### src/rtl/brc_pkg.sv
package brc_pkg;

    typedef enum logic [1:0] {
        ST_RUN    = 2'd0,
        ST_BUBBLE = 2'd1,
        ST_SLOT   = 2'd2
    } brc_state_e;

    typedef enum logic {
        POL_NOT_TAKEN  = 1'b0,
        POL_DELAY_SLOT = 1'b1
    } brc_policy_e;

endpackage

### src/rtl/brc_tgt_adder.sv
module brc_tgt_adder #(
    parameter int XLEN  = 32,
    parameter int OFF_W = 16
) (
    input  logic [XLEN-1:0]  pc_i,
    input  logic [OFF_W-1:0] off_i,
    output logic [XLEN-1:0]  tgt_o
);
    localparam int EXT_W = XLEN - OFF_W;

    logic [XLEN-1:0] off_ext;
    logic [XLEN-1:0] seq_pc;

    // sign-extend the word offset, then scale to bytes
    assign off_ext = {{EXT_W{off_i[OFF_W-1]}}, off_i};
    assign seq_pc  = pc_i + XLEN'(4);
    assign tgt_o   = seq_pc + (off_ext << 2);

    initial begin
        assert (OFF_W + 2 <= XLEN) else $error("offset field too wide for XLEN");
    end
endmodule

### src/rtl/brc_fsm.sv
module brc_fsm
    import brc_pkg::*;
#(
    parameter brc_policy_e POLICY = POL_NOT_TAKEN
) (
    input  logic clk,
    input  logic rst_n,
    input  logic br_i,
    input  logic cond_i,
    input  logic stall_i,
    output logic sel_o,
    output logic flush_o
);
    brc_state_e state_q, state_d;
    logic       resolve;
    logic       squash_en;

    // policy variant: only predict-not-taken may squash
    generate
        if (POLICY == POL_DELAY_SLOT) begin : g_slot
            assign squash_en = 1'b0;
        end else begin : g_pnt
            assign squash_en = 1'b1;
        end
    endgenerate

    assign resolve = br_i && !stall_i && (state_q == ST_RUN);

    // state register
    always_ff @(posedge clk) begin
        if (!rst_n) state_q <= ST_RUN;
        else        state_q <= state_d;
    end

    // next-state logic
    always_comb begin
        state_d = state_q;
        unique case (state_q)
            ST_RUN: begin
                if (resolve) begin
                    if (POLICY == POL_DELAY_SLOT) state_d = ST_SLOT;
                    else if (cond_i)              state_d = ST_BUBBLE;
                end
            end
            ST_BUBBLE: if (!stall_i) state_d = ST_RUN;
            ST_SLOT:   if (!stall_i) state_d = ST_RUN;
            default:   state_d = ST_RUN;
        endcase
    end

    // outputs
    always_comb begin
        sel_o   = 1'b0;
        flush_o = 1'b0;
        unique case (state_q)
            ST_RUN: begin
                sel_o   = resolve && cond_i;
                flush_o = resolve && cond_i && squash_en;
            end
            ST_BUBBLE, ST_SLOT: begin
                sel_o   = 1'b0;
                flush_o = 1'b0;
            end
            default: begin
                sel_o   = 1'b0;
                flush_o = 1'b0;
            end
        endcase
    end

    p_flush_has_sel_r4: assert property (@(posedge clk) disable iff (!rst_n)
        flush_o |-> sel_o);
    p_no_back2back_r5: assert property (@(posedge clk) disable iff (!rst_n)
        flush_o && !stall_i |=> !sel_o);
    p_stall_blocks_r9: assert property (@(posedge clk) disable iff (!rst_n)
        stall_i |-> !sel_o && !flush_o);
    p_reset_state_r1: assert property (@(posedge clk)
        !rst_n |=> state_q == ST_RUN);

    generate
        if (POLICY == POL_DELAY_SLOT) begin : g_chk_slot
            p_slot_no_flush_r6: assert property (@(posedge clk) disable iff (!rst_n)
                !flush_o);
            p_slot_ignored_r8: assert property (@(posedge clk) disable iff (!rst_n)
                br_i && !stall_i && state_q == ST_RUN |=> !sel_o);
        end
    endgenerate
endmodule

### src/rtl/brc_pen_ctr.sv
module brc_pen_ctr #(
    parameter int CNT_W = 16
) (
    input  logic             clk,
    input  logic             rst_n,
    input  logic             inc_i,
    output logic [CNT_W-1:0] cnt_o
);
    localparam logic [CNT_W-1:0] CNT_MAX = {CNT_W{1'b1}};

    always_ff @(posedge clk) begin
        if (!rst_n)                          cnt_o <= '0;
        else if (inc_i && cnt_o != CNT_MAX)  cnt_o <= cnt_o + 1'b1;
    end

    p_cnt_step_r4: assert property (@(posedge clk) disable iff (!rst_n)
        inc_i && cnt_o != CNT_MAX |=> cnt_o == $past(cnt_o) + 1'b1);
    p_cnt_sat_r10: assert property (@(posedge clk) disable iff (!rst_n)
        cnt_o == CNT_MAX |=> cnt_o == CNT_MAX);
    p_cnt_idle_r3: assert property (@(posedge clk) disable iff (!rst_n)
        !inc_i |=> $stable(cnt_o));
endmodule

### src/rtl/branch_redirect_ctrl.sv
module branch_redirect_ctrl
    import brc_pkg::*;
#(
    parameter int          XLEN   = 32,
    parameter int          OFF_W  = 16,
    parameter int          CNT_W  = 16,
    parameter brc_policy_e POLICY = POL_NOT_TAKEN
) (
    input  logic             clk,
    input  logic             rst_n,
    input  logic             dec_br_i,
    input  logic             dec_cond_i,
    input  logic             dec_stall_i,
    input  logic [XLEN-1:0]  dec_pc_i,
    input  logic [OFF_W-1:0] dec_off_i,
    output logic             redirect_o,
    output logic [XLEN-1:0]  target_o,
    output logic             flush_fd_o,
    output logic [CNT_W-1:0] penalty_cnt_o
);
    brc_tgt_adder #(.XLEN(XLEN), .OFF_W(OFF_W)) u_adder (
        .pc_i  (dec_pc_i),
        .off_i (dec_off_i),
        .tgt_o (target_o)
    );

    brc_fsm #(.POLICY(POLICY)) u_fsm (
        .clk     (clk),
        .rst_n   (rst_n),
        .br_i    (dec_br_i),
        .cond_i  (dec_cond_i),
        .stall_i (dec_stall_i),
        .sel_o   (redirect_o),
        .flush_o (flush_fd_o)
    );

    brc_pen_ctr #(.CNT_W(CNT_W)) u_ctr (
        .clk   (clk),
        .rst_n (rst_n),
        .inc_i (flush_fd_o),
        .cnt_o (penalty_cnt_o)
    );

    p_untaken_quiet_r3: assert property (@(posedge clk) disable iff (!rst_n)
        dec_br_i && !dec_cond_i |-> !redirect_o && !flush_fd_o);
endmodule

### config.mk
export PLATFORM = sky130hd
export DESIGN_NAME = branch_redirect_ctrl
export DESIGN_NICKNAME = d
export VERILOG_FILES = /design/src/rtl/brc_pkg.sv /design/src/rtl/brc_tgt_adder.sv /design/src/rtl/brc_fsm.sv /design/src/rtl/brc_pen_ctr.sv /design/src/rtl/branch_redirect_ctrl.sv
export SDC_FILE = /design/constraint.sdc
export NUM_CORES = 1
export LEC_CHECK = 0
export CORE_AREA = 3 3 70 72
export CTS_BUF_LIST = sky130_fd_sc_hd__clkbuf_16
export CTS_CLUSTER_DIAMETER = 50
export DETAILED_ROUTE_END_ITERATION = 8
export DIE_AREA = 0 0 73 75
export DONT_BUFFER_PORTS = 1
export PLACE_DENSITY_LB_ADDON = 0.3
export SYNTH_ARGS = -nofsm -noshare
export SYNTH_HDL_FRONTEND = slang
export SYNTH_SLANG_ARGS = --single-unit
### constraint.sdc
create_clock -name clk -period 8.45 [get_ports clk]
set_clock_uncertainty 0.1 [all_clocks]
set_input_delay 2.535 -clock clk [delete_from_list [all_inputs] [get_ports clk]]
set_output_delay 2.535 -clock clk [all_outputs]
set_load 0.005 [all_outputs]
== Word-level counts from Yosys, hierarchy flattened ==
Index checks and enable logic that the tools add are counted.

* Bits in registers: 18
* Latch bits: 0
* Bits in writable memories: 0
* Bits in read-only memories: 0
* Input bits: 53
* Output and inout port bits: 50
* Logic and storage cells: 24
* Memories kept: 0

* $add $sub $neg: 3
* $mul: 0
* Divide/modulo/power cells: 0
* Magnitude comparators: 0
* Equality and inequality tests: 6
* Shift operators: 0
* Multiplexer cells: 5
* Bitwise operators: 0
* Reduce and logical (&&, ||, !) cells: 8

{| class="wikitable"
|+ Operators with widths
! cell !! number
|-
| $add A32 B3 Y32 const B || 1
|-
| $add A32 B32 Y32 || 1
|-
| $add A16 B1 Y16 const B || 1
|-
| $ne A16 B16 Y1 const B || 1
|-
| $mux W2 || 3
|-
| $logic_and A1 B1 Y1 || 4
|-
| $ne A2 B2 Y1 const B || 2
|-
| $pmux W2 S2 || 1
|-
| $reduce_and A3 Y1 || 1
|-
| $eq A2 B1 Y1 const B || 1
|-
| $eq A2 B2 Y1 const B || 1
|-
| $logic_not A2 Y1 || 1
|-
| $ne A2 B1 Y1 const B || 1
|-
| $reduce_or A2 Y1 || 1
|-
| $logic_not A1 Y1 || 1
|-
| $mux W1 || 1
|}

== Longest topological paths before layout ==
Gate-level depths: netlist of run 1.

* Depth after elaboration: 6
* Gate-level depth with buffers: 11
* Mapped depth without buffers: 11

== Cells and area by module ==
Synthesis of run 1 repeated with hierarchy kept, for this count alone.

* Cells, all modules: 340
* Area total of the unflattened synthesis: 2773.9 um^2

{| class="wikitable"
|+ By module, submodules not included
! module !! instances !! cells an instance !! area an instance (um^2) !! seq. area each (um^2)
|-
| brc_tgt_adder || 1 || 238 || 1881.8 || 0.0
|-
| brc_pen_ctr || 1 || 97 || 837.1 || 320.3
|-
| brc_fsm || 1 || 5 || 55.1 || 20.0
|}

== Worst setup path before layout of run 1 ==
No wires, ideal clock.

* Kind: in2out
* Start: input port dec_pc_i[3]
* End: output port target_o[25]
* Arrival time: 4944 ps
* Required time: 5815 ps
* Setup slack: 871 ps
* Stages: 9
* Path buffers: 0
* Cells stage by stage: ha_1 > ha_1 > fa_1 > a211oi_2 > o21ai_1 > a221o_1 > a31o_2 > or4b_1 > and3_1

* Cells in the longest elaborated chain, start to end: 2

{| class="wikitable"
|+ RTL lines
! item !! RTL line !! RTL
|-
| start: declaration || branch_redirect_ctrl.sv:14 || <nowiki>input logic [XLEN-1:0] dec_pc_i,</nowiki>
|-
| $add A32 B3 Y32 || brc_tgt_adder.sv:16 || <nowiki>assign seq_pc = pc_i + XLEN'(4);</nowiki>
|-
| $add A32 B32 Y32 || brc_tgt_adder.sv:17 || <nowiki>assign tgt_o = seq_pc + (off_ext << 2);</nowiki>
|-
| end: declaration || branch_redirect_ctrl.sv:17 || <nowiki>output logic [XLEN-1:0] target_o,</nowiki>
|}

No other way between the ends.

== Final worst setup path of run 1 ==
Same ends and word-level chain as after synthesis.

==> results of run 1 <==
-- area by class of cell --
type                    count  area (sq um)  share of cell area
clock inverters             1          5.00             0.00171
well taps                  52          65.1              0.0223
clock buffers               3          75.1              0.0257
inverters                  10          37.5              0.0129
multi-input cells         316          2400               0.821
flip-flops and latches     17           340               0.117
-- layer usage --
layer  part of all wire  GRT usage
met1               0.42      0.268
met4              0.013     0.0471
met5                  0          0
met2               0.50      0.413
met3              0.072     0.0387
-- final timing paths --
kind / end / cells past startpoint
setup / recovery: target_o[25] / 9
hold / removal: u_fsm.state_q[0]$_SDFFE_PN0P_ / 2
setup reg to reg: u_ctr.cnt_o[11]$_SDFFE_PN0P_ / 6
hold reg to reg: u_fsm.state_q[0]$_SDFFE_PN0P_ / 2
-- power by group through the flow --
stage          registers, mW  clock network (mW)  logic (mW)
5_1_grt               0.0814              0.0965       0.222
2_1_floorplan         0.0829                   0       0.163
4_1_cts               0.0814              0.0943       0.197
6_report              0.0814              0.0935       0.198
3_3_place_gp          0.0830                   0       0.191
3_5_place_dp          0.0830                   0       0.196
-- synth_stat cells (5+ instances only) --
cell	instances
nand3_1	14
nor2b_1	6
xor2_1	12
and3_1	8
o21a_1	6
a21oi_1	35
and4_1	5
o21ai_0	15
a21boi_0	5
xnor2_1	24
inv_1	10
nor2_1	16
ha_1	58
nand4_1	8
a21o_1	6
clkbuf_1	7
and2_1	16
nand2_1	28
dfxtp_1	17
-- flip-flops by register name, summed over array words and instances (netlist names) --
register and cells:
u_ctr.cnt_o 16, u_fsm.state_q 1
-- critical path, stage by stage --
cell and delay, ps:
ha_1 280, ha_1 230, fa_1 440, a211oi_2 280, o21ai_1 130, a221o_1 340
a31o_2 240, or4b_1 460, and3_1 200
-- per-stage QoR --
step | hold slack [ps] | util | total power [mW] | instance area [sq um]
2_1_floorplan | 371 | - | 0.246 | 2840
3_3_place_gp | 394 | 0.652 | 0.274 | 2840
3_5_place_dp | 415 | 0.652 | 0.279 | 2840
4_1_cts | 428 | 0.670 | 0.373 | 2920
5_1_grt | 476 | 0.670 | 0.400 | 2920
6_report | 429 | 0.670 | 0.372 | 2920
-- kinds of logic after synthesis --
logic type               count (synthesis)
XOR/XNOR                                36
AO/OA/AOI/OAI                           97
AND/OR/NAND/NOR                        120
multiplexers                             4
flip-flops                              17
adder cells (fa/ha/maj)                 59
buffers and inverters                   23
==> results by group, run 1 <==
Outcome
  • Status: completed

Power
  • Clock power share: 0.251
  • P_int: 0.225 mW
  • Comb pwr share: 0.531
  • Cell area power density: between 100 and 150 nW/um^2
  • Static Leakage: roughly 1.3 nW
  • Worst VDD drop: about 0.12 mV
  • Switch share: 0.395
  • Psw: between 0.1 and 0.15 mW
  • Flop pwr share: 0.219

Routing
  • DRC Markers: 0
  • Vias: 2642
  • Post-route ant nets: 0
  • WL final: 6280 microns
  • DR iter-0 viols: between 150 and 200
  • Drt via density: between 6 and 7
  • Wire per inst: 15.7 microns
  • First-pass DRT Iterations: 4

Finish
  • Post-route non-filler standard cell count: 399
  • Most common cell after layout, fill and taps aside: ha_1
  • Layout cells sized above 1: 0.0432
  • Antenna diode count: 0
  • # nets final: between 400 and 500
  • Most frequent cells in the layout: ha_1 (58), a21oi_1 (35), nand2_1 (28)
  • Fillcell total: around 390
  • Synth-to-Final Area Change: 2.87%

Die
  • Core Region: approximately 4400 sq um
  • Ports: between 100 and 150
  • Die X: between 70 and 80 microns
  • Die Ht: around 75 microns
  • Row count: 24
  • Die area: 5480 sq um
  • Initial Utilization: 0.652

Place
  • Placed Instances: a little under 400
  • DPL Wire Length: between 5000 and 6000 microns
  • Placer Congestion: ~0.98
  • Post-place setup slack: approximately 680 ps
  • PortBufs: 0

GRT
  • First-pass GRT wire length: ~10000 microns
  • Initial antenna violation count: 0
  • Gr usage total: 0.223
  • Largest net degree at the start of global routing: 18
  • Remaining global-route overflow: 0
  • Number of global-route vias before repair: 2477

Critical path
  • Crit-path max FO: 4
  • Worst r2r src: u_ctr.cnt_o[7]$_SDFFE_PN0P_
  • Critical path startpoint: dec_pc_i[3]
  • Startpoint types: primary input
  • Internal reg-to-reg setup slack: roughly 6400 ps
  • Required time worst endpoint: ~5800 ps
  • Crit Path Category: in2out
  • CP endpoint kind: primary output
  • Crit path DAT: between 5000 and 6000 ps

CTS
  • Clock slew at reported path FFs: approximately 50 ps
  • CTS tree: done
  • Clk sinks: 17
  • CTS Root Cell: clkbuf_16
  • Post-CTS resize count: 0
  • Postcts setup bufs: 0
  • Total CTS buffers: 3
  • Htree depth: 1
  • Hold_buf cts: 0
  • CTS max path bufs: 2
  • Clk_lat worst skew: 250 ps

STA
  • Setup TNS: 0 ps
  • Endpoints failing setup: 0
  • Fin. max-slew vios: 0
  • RSZ-0062 raised after global routing: no
  • Hold Fails Final Rpt: 0
  • Shortest period the worst path allows: between 7000 and 8000 ps
  • Final period utilization: 0.921
  • Setup ws final: 668 ps
  • Relative slew margins: 0.609
  • F_max: 128 MHz
  • Slew @ Worst Pin: a little under 600 ps

Synth
  • Main synth FF type: dfxtp_1
  • Synth Register Bits: 17
  • Top cell type's share of synthesized area: 0.256
  • Post-synth top area cell: ha_1
  • Post-synthesis mux area share: 0.0146
  • Number of flops mapped to enable cells by yosys: 0
  • Adder-cell share of the synthesized area: 0.263
  • Synth Cell Area: around 2800 sq um
  • Post-synth cell types: between 50 and 60
  • Synth top area cells: ha_1 (26%), dfxtp_1 (12%), xnor2_1 (7.4%)
  • Synth Warn #: 0
  • Net count after synthesis: 468
  • Synth Area in Simple Gates: 0.234
  • Synth Area in Compound Gates: 0.222
  • Largest family of logic cells by synthesized area: adder cells
  • Post-Synth XOR/XNOR Area: 0.111
  • Synthesized netlist cell count: about 360
  • Avg Cell Area, Syn: 7.97 sq um
  • Ys async rst share: 0
  • Seq/Total Area, Yosys: 0.120

Min path
  • Hold Path Class: reg2reg
  • Hold path startpoint: u_fsm.state_q[0]$_SDFFE_PN0P_

Job
  • Max-Cap Viols: 0
Power figures use the tool's default switching activity.
==> run 2, diff against run 1 <==
--- a/config.mk
+++ b/config.mk
@@ -6,12 +6,12 @@
 export NUM_CORES = 1
 export LEC_CHECK = 0
 export CORE_AREA = 3 3 70 72
-export CTS_BUF_LIST = sky130_fd_sc_hd__clkbuf_16
 export CTS_CLUSTER_DIAMETER = 50
 export DETAILED_ROUTE_END_ITERATION = 8
 export DIE_AREA = 0 0 73 75
 export DONT_BUFFER_PORTS = 1
 export PLACE_DENSITY_LB_ADDON = 0.3
+export REMOVE_ABC_BUFFERS = 1
 export SYNTH_ARGS = -nofsm -noshare
 export SYNTH_HDL_FRONTEND = slang
 export SYNTH_SLANG_ARGS = --single-unit
==> run 2 against run 1 <==
First-iteration DRC count fell by 4.0%; setup slack improved by 29 ps; worst hold slack improved by 23 ps; critical path depth did not move; global-route usage rose by 0.21 points; sequential share of layout area rose by 0.14 points; final cell count did not move; power fell by 9.6%; non-clock buffer count did not move; die area did not move; sequential cell count did not move; critical endpoint unchanged.
==> results by group, run 2 (synthesis results as in run 1) <==
Critical path
  • Internal reg-to-reg setup slack: 6290 ps
  • Crit-path max FO: 4
  • Crit path DAT: 5120 ps
  • Top delay family on crit path: compound AO/OA/AOI/OAI gates
  • CP endpoint kind: primary output
  • CP max-delay cell: or4b_1
  • CP most frequent cell: ha_1
  • Slowest stage delay, CP: about 460 ps
  • Crit Path Category: in2out
  • Buf/Inv on CP: 0
  • Crit path cell chain: ha_1 > ha_1 > fa_1 > a211oi_2 > o21ai_1 > a221o_1 > a31o_2 > or4b_1 > and3_1
  • Startpoint types: primary input
  • Worst r2r src: u_ctr.cnt_o[7]$_SDFFE_PN0P_
  • Required time worst endpoint: between 5000 and 6000 ps
  • Reg-to-Reg End: u_ctr.cnt_o[11]$_SDFFE_PN0P_
  • Cell count of the worst reg-to-reg path: 6

STA
  • Setup TNS: 0 ps
  • Slew @ Worst Pin: between 600 and 700 ps
  • Final period utilization: 0.918
  • Relative slew margins: 0.592
  • RSZ-0062 raised after global routing: no
  • Shortest period the worst path allows: roughly 7800 ps
  • Fin. max-slew vios: 0
  • Setup ws final: roughly 700 ps
  • F_max: approximately 130 MHz
  • Worst hold slack: around 450 ps
  • Endpoints failing setup: 0
  • Hold Fails Final Rpt: 0

Power
  • P_int: just under 0.2 mW
  • Worst VDD drop: about 0.095 mV
  • Static Leakage: about 1.3 nW
  • Cell area power density: between 100 and 150 nW/um^2
  • Flop pwr share: 0.241
  • Total power: 0.337 mW
  • Psw: 0.141 mW
  • Clock power share: 0.177
  • Comb pwr share: 0.581
  • Switch share: 0.420

Die
  • Die X: ~73 microns
  • Die area: ~5500 sq um
  • Row count: 24
  • Initial Utilization: 0.652
  • Core Region: 4350 sq um
  • Ports: slightly above 100
  • Die Ht: around 75 microns

Place
  • Post-place setup slack: 711 ps
  • Placer Congestion: 0.987
  • PortBufs: 0
  • DPL Wire Length: approximately 5200 microns
  • Placed Instances: just under 400

Finish
  • Reg with most FFs: u_ctr.cnt_o
  • Register area: about 340 sq um
  • Fillcell total: around 400
  • Most common cell after layout, fill and taps aside: ha_1
  • Antenna diode count: 0
  • Layout cells sized above 1: 0.0403
  • # nets final: 460
  • Multi-input gate area: around 2400 sq um
  • Post-route non-filler standard cell count: approximately 400
  • Synth-to-Final Area Change: 1.63%
  • Most frequent cells in the layout: ha_1 (58), a21oi_1 (35), nand2_1 (28)
  • Flip-flop count of the largest register after layout: 16
  • Largest regs: u_ctr.cnt_o: 16 flops, u_fsm.state_q: 1 flops

CTS
  • CTS tree: done
  • CTS max path bufs: 2
  • Total CTS buffers: 3
  • Clk_lat worst skew: 250 ps
  • Clock slew at reported path FFs: 60 ps
  • CTS Root Cell: clkbuf_8
  • Htree depth: 1
  • Hold_buf cts: 0
  • Post-CTS resize count: 0
  • Postcts setup bufs: 0
  • Clk sinks: 17

GRT
  • Number of global-route vias before repair: approximately 2500
  • Remaining global-route overflow: 0
  • First-pass GRT wire length: 10200 microns
  • Gr usage total: 0.225
  • Initial antenna violation count: 0
  • Largest net degree at the start of global routing: 18

Routing
  • Wire per inst: ~16 microns
  • Drt via density: 6.55
  • Vias: ~2600
  • First-pass DRT Iterations: 5
  • DRC Markers: 0
  • DR iter-0 viols: between 150 and 200
  • Post-route ant nets: 0
  • WL final: about 6300 microns

Min path
  • WHS Path Cells: 2
  • Hold path startpoint: u_fsm.state_q[0]$_SDFFE_PN0P_
  • Worst Hold Path EP: u_fsm.state_q[0]$_SDFFE_PN0P_
  • Hold Path Class: reg2reg

Job
  • Max-Cap Viols: 0

Outcome
  • Status: completed
## run 2: cell types whose count changed in the layout (fill, tap and decap cells not counted), sizes merged
| cell | before | now |
|---|---|---|
| clkbuf | 3 | 4 |
| clkinv | 1 | 0 |
## run 2: cell type report
cell class	count	area share
Clock buffer	4	0.0156
Inverter	10	0.0130
Tap cell	52	0.0226
Multi-Input combinational cell	316	0.831
Sequential cell	17	0.118
## run 2: stage by stage
stage	util	cell area, sq um
2_1_floorplan	-	2770
3_3_place_gp	0.652	2840
3_5_place_dp	0.652	2840
4_1_cts	0.662	2880
5_1_grt	0.662	2880
6_report	0.662	2880
## run 2: metal layers
layer,global-route usage,wire length [microns],vias up
met5,0,0,-
li1,-,-,1309
met3,0.0441,387,17
met4,0.0738,112,0
met2,0.408,3040,97
met1,0.264,2740,1192
## run 2: how the worst max path moves through the flow
stage                            from      endpoint  cells after the start
after global placement    dec_pc_i[3]  target_o[25]                      9
final                     dec_pc_i[3]  target_o[25]                      9
after CTS                 dec_pc_i[3]  target_o[25]                      9
after floorplan           dec_pc_i[3]  target_o[25]                      9
after global routing      dec_pc_i[3]  target_o[25]                      9
after detailed placement  dec_pc_i[3]  target_o[25]                      9
## run 2: worst register-to-register path, stage by stage (launching register included)
cell	delay, ps
dfxtp_1	450
and4_1	290
nand4_1	190
o2111ai_1	590
nor3_1	120
xor2_1	160
and2_1	160
## run 2: power groups by stage
stage                     logic [mW]  clock network, mW  registers, mW
after floorplan                0.161                  0         0.0829
after global placement         0.191                  0         0.0830
after detailed placement       0.195                  0         0.0831
after CTS                      0.196             0.0610         0.0813
after global routing           0.220             0.0643         0.0813
final                          0.196             0.0597         0.0813
==> run 3, diff against run 2 <==
==> constraint.sdc (replaced) <==
create_clock -name clk -period 8.45 [get_ports clk]
set_clock_uncertainty 0.1 [all_clocks]
set_input_delay 0.845 -clock clk [delete_from_list [all_inputs] [get_ports clk]]
set_output_delay 0.845 -clock clk [all_outputs]
set_load 0.005 [all_outputs]
==> run 3 against run 2 <==
Critical path depth is the same; largest power group unchanged; largest cell class unchanged; power grew 0.12%; worst hold slack lost 3.6 ps; critical endpoint unchanged; setup slack gained 3400 ps.
==> results by group, run 3 (synthesis results as in run 1) <==
Die
  • Row count: 24
  • Die X: 73 microns
  • Initial Utilization: 0.652
  • Die Ht: between 70 and 80 microns
  • Core Region: roughly 4400 sq um
  • Die area: roughly 5500 sq um
  • Ports: about 100

STA
  • Endpoints failing setup: 0
  • Hold Fails Final Rpt: 0
  • Fin. max-slew vios: 0
  • Final period utilization: 0.516
  • Shortest period the worst path allows: 4360 ps
  • RSZ-0062 raised after global routing: no
  • Setup TNS: 0 ps
  • F_max: between 200 and 250 MHz
  • Relative slew margins: 0.609
  • Slew @ Worst Pin: ~590 ps

Power
  • Total power: about 0.34 mW
  • Worst VDD drop: 0.0879 mV
  • Cell area power density: around 120 nW/um^2
  • Static Leakage: about 1.3 nW

Critical path
  • Crit path cell chain: ha_1 > ha_1 > fa_1 > a211oi_2 > o21ai_1 > a221o_1 > a31o_2 > or4b_1 > and3_1
  • CP endpoint kind: primary output
  • Crit-path max FO: 4
  • Required time worst endpoint: about 7500 ps
  • CP max-delay cell: or4b_1
  • Buf/Inv on CP: 0
  • Startpoint types: primary input
  • Crit path DAT: about 3400 ps
  • Top delay family on crit path: compound AO/OA/AOI/OAI gates
  • Crit Path Category: in2out
  • CP most frequent cell: ha_1
  • Slowest stage delay, CP: around 460 ps

Routing
  • Drt via density: 6.51
  • Wire per inst: 15.7 microns
  • First-pass DRT Iterations: 4
  • DR iter-0 viols: 186
  • Post-route ant nets: 0
  • DRC Markers: 0
  • Vias: 2596
  • WL final: around 6200 microns

Place
  • Dpl cell area: 2840 sq um
  • Placed Instances: 395
  • Placer Congestion: 0.987
  • DPL Wire Length: approximately 5200 microns
  • PortBufs: 0

Finish
  • Synth-to-Final Area Change: 1.63%
  • Post-route non-filler standard cell count: 399
  • Register area: between 300 and 400 sq um
  • Largest regs: u_ctr.cnt_o: 16 flops, u_fsm.state_q: 1 flops
  • # nets final: 460
  • Utilization after layout: 0.662
  • Most frequent cells in the layout: ha_1 (58), a21oi_1 (35), nand2_1 (28)
  • Layout cells sized above 1: 0.0403
  • Cell area after layout: a little under 3000 sq um
  • Most common cell after layout, fill and taps aside: ha_1
  • Fillcell total: between 400 and 500
  • Flip-flop count of the largest register after layout: 16
  • Multi-input gate area: about 2400 sq um
  • Reg with most FFs: u_ctr.cnt_o
  • Antenna diode count: 0

CTS
  • Post-CTS resize count: 0
  • CTS max path bufs: 2
  • Clk sinks: 17
  • Clk_lat worst skew: 250 ps
  • Postcts setup bufs: 0
  • Hold_buf cts: 0
  • Htree depth: 1
  • CTS Root Cell: clkbuf_8
  • Total CTS buffers: 3
  • Clock slew at reported path FFs: about 60 ps
  • CTS tree: done

GRT
  • Gr usage total: 0.220
  • Largest net degree at the start of global routing: 18
  • First-pass GRT wire length: between 10000 and 15000 microns
  • Number of global-route vias before repair: around 2500
  • Initial antenna violation count: 0
  • Remaining global-route overflow: 0

Min path
  • Hold Path Class: reg2reg

Outcome
  • Status: completed

Job
  • Max-Cap Viols: 0
run 3: worst reg2reg max path: cells and delay by family (launching register included):
kind	cells	cell delay, ps
and+or+nand+nor	4	760
xor gates and xnor gates	1	160
AOI/OAI and AO/OA	1	570
DFF	1	450
run 3: report_power, final:
part           switching, mW  leakage [nW]  internal, mW
clock network         0.0257        0.0228        0.0334
registers           0.000598         0.137        0.0807
logic                  0.115          1.14        0.0813
run 3: worst paths after layout:
check                                     start                       endpoint  slack, ps  cells after the start
hold reg to reg   u_fsm.state_q[0]$_SDFFE_PN0P_  u_fsm.state_q[0]$_SDFFE_PN0P_        450                      2
setup / recovery                    dec_pc_i[3]                   target_o[25]       4090                      9
hold / removal    u_fsm.state_q[0]$_SDFFE_PN0P_  u_fsm.state_q[0]$_SDFFE_PN0P_        450                      2
setup reg to reg    u_ctr.cnt_o[7]$_SDFFE_PN0P_   u_ctr.cnt_o[11]$_SDFFE_PN0P_       6300                      6
run 3: cell type report:
class                      instances  area share
inverter                          10      0.0130
clock buffer                       4      0.0156
sequential                        17       0.118
tap                               52      0.0226
multi-input combinational        316       0.831
run 3: through the flow:
step | setup slack (ps) | hold slack [ps]
finish | 4090 | 448
global route | 3950 | 486
CTS | 4090 | 447
detailed placement | 4100 | 438
global placement | 4130 | 391
floorplan | 4250 | 371
run 3: per-layer routing:
| layer | wire length [microns] | part of all wire | global-route usage |
|---|---|---|---|
| met1 | 2610 | 0.42 | 0.259 |
| met2 | 3150 | 0.50 | 0.416 |
| met3 | 454 | 0.073 | 0.0360 |
| met4 | 29 | 0.0046 | 0.0451 |
| met5 | 0 | 0 | 0 |
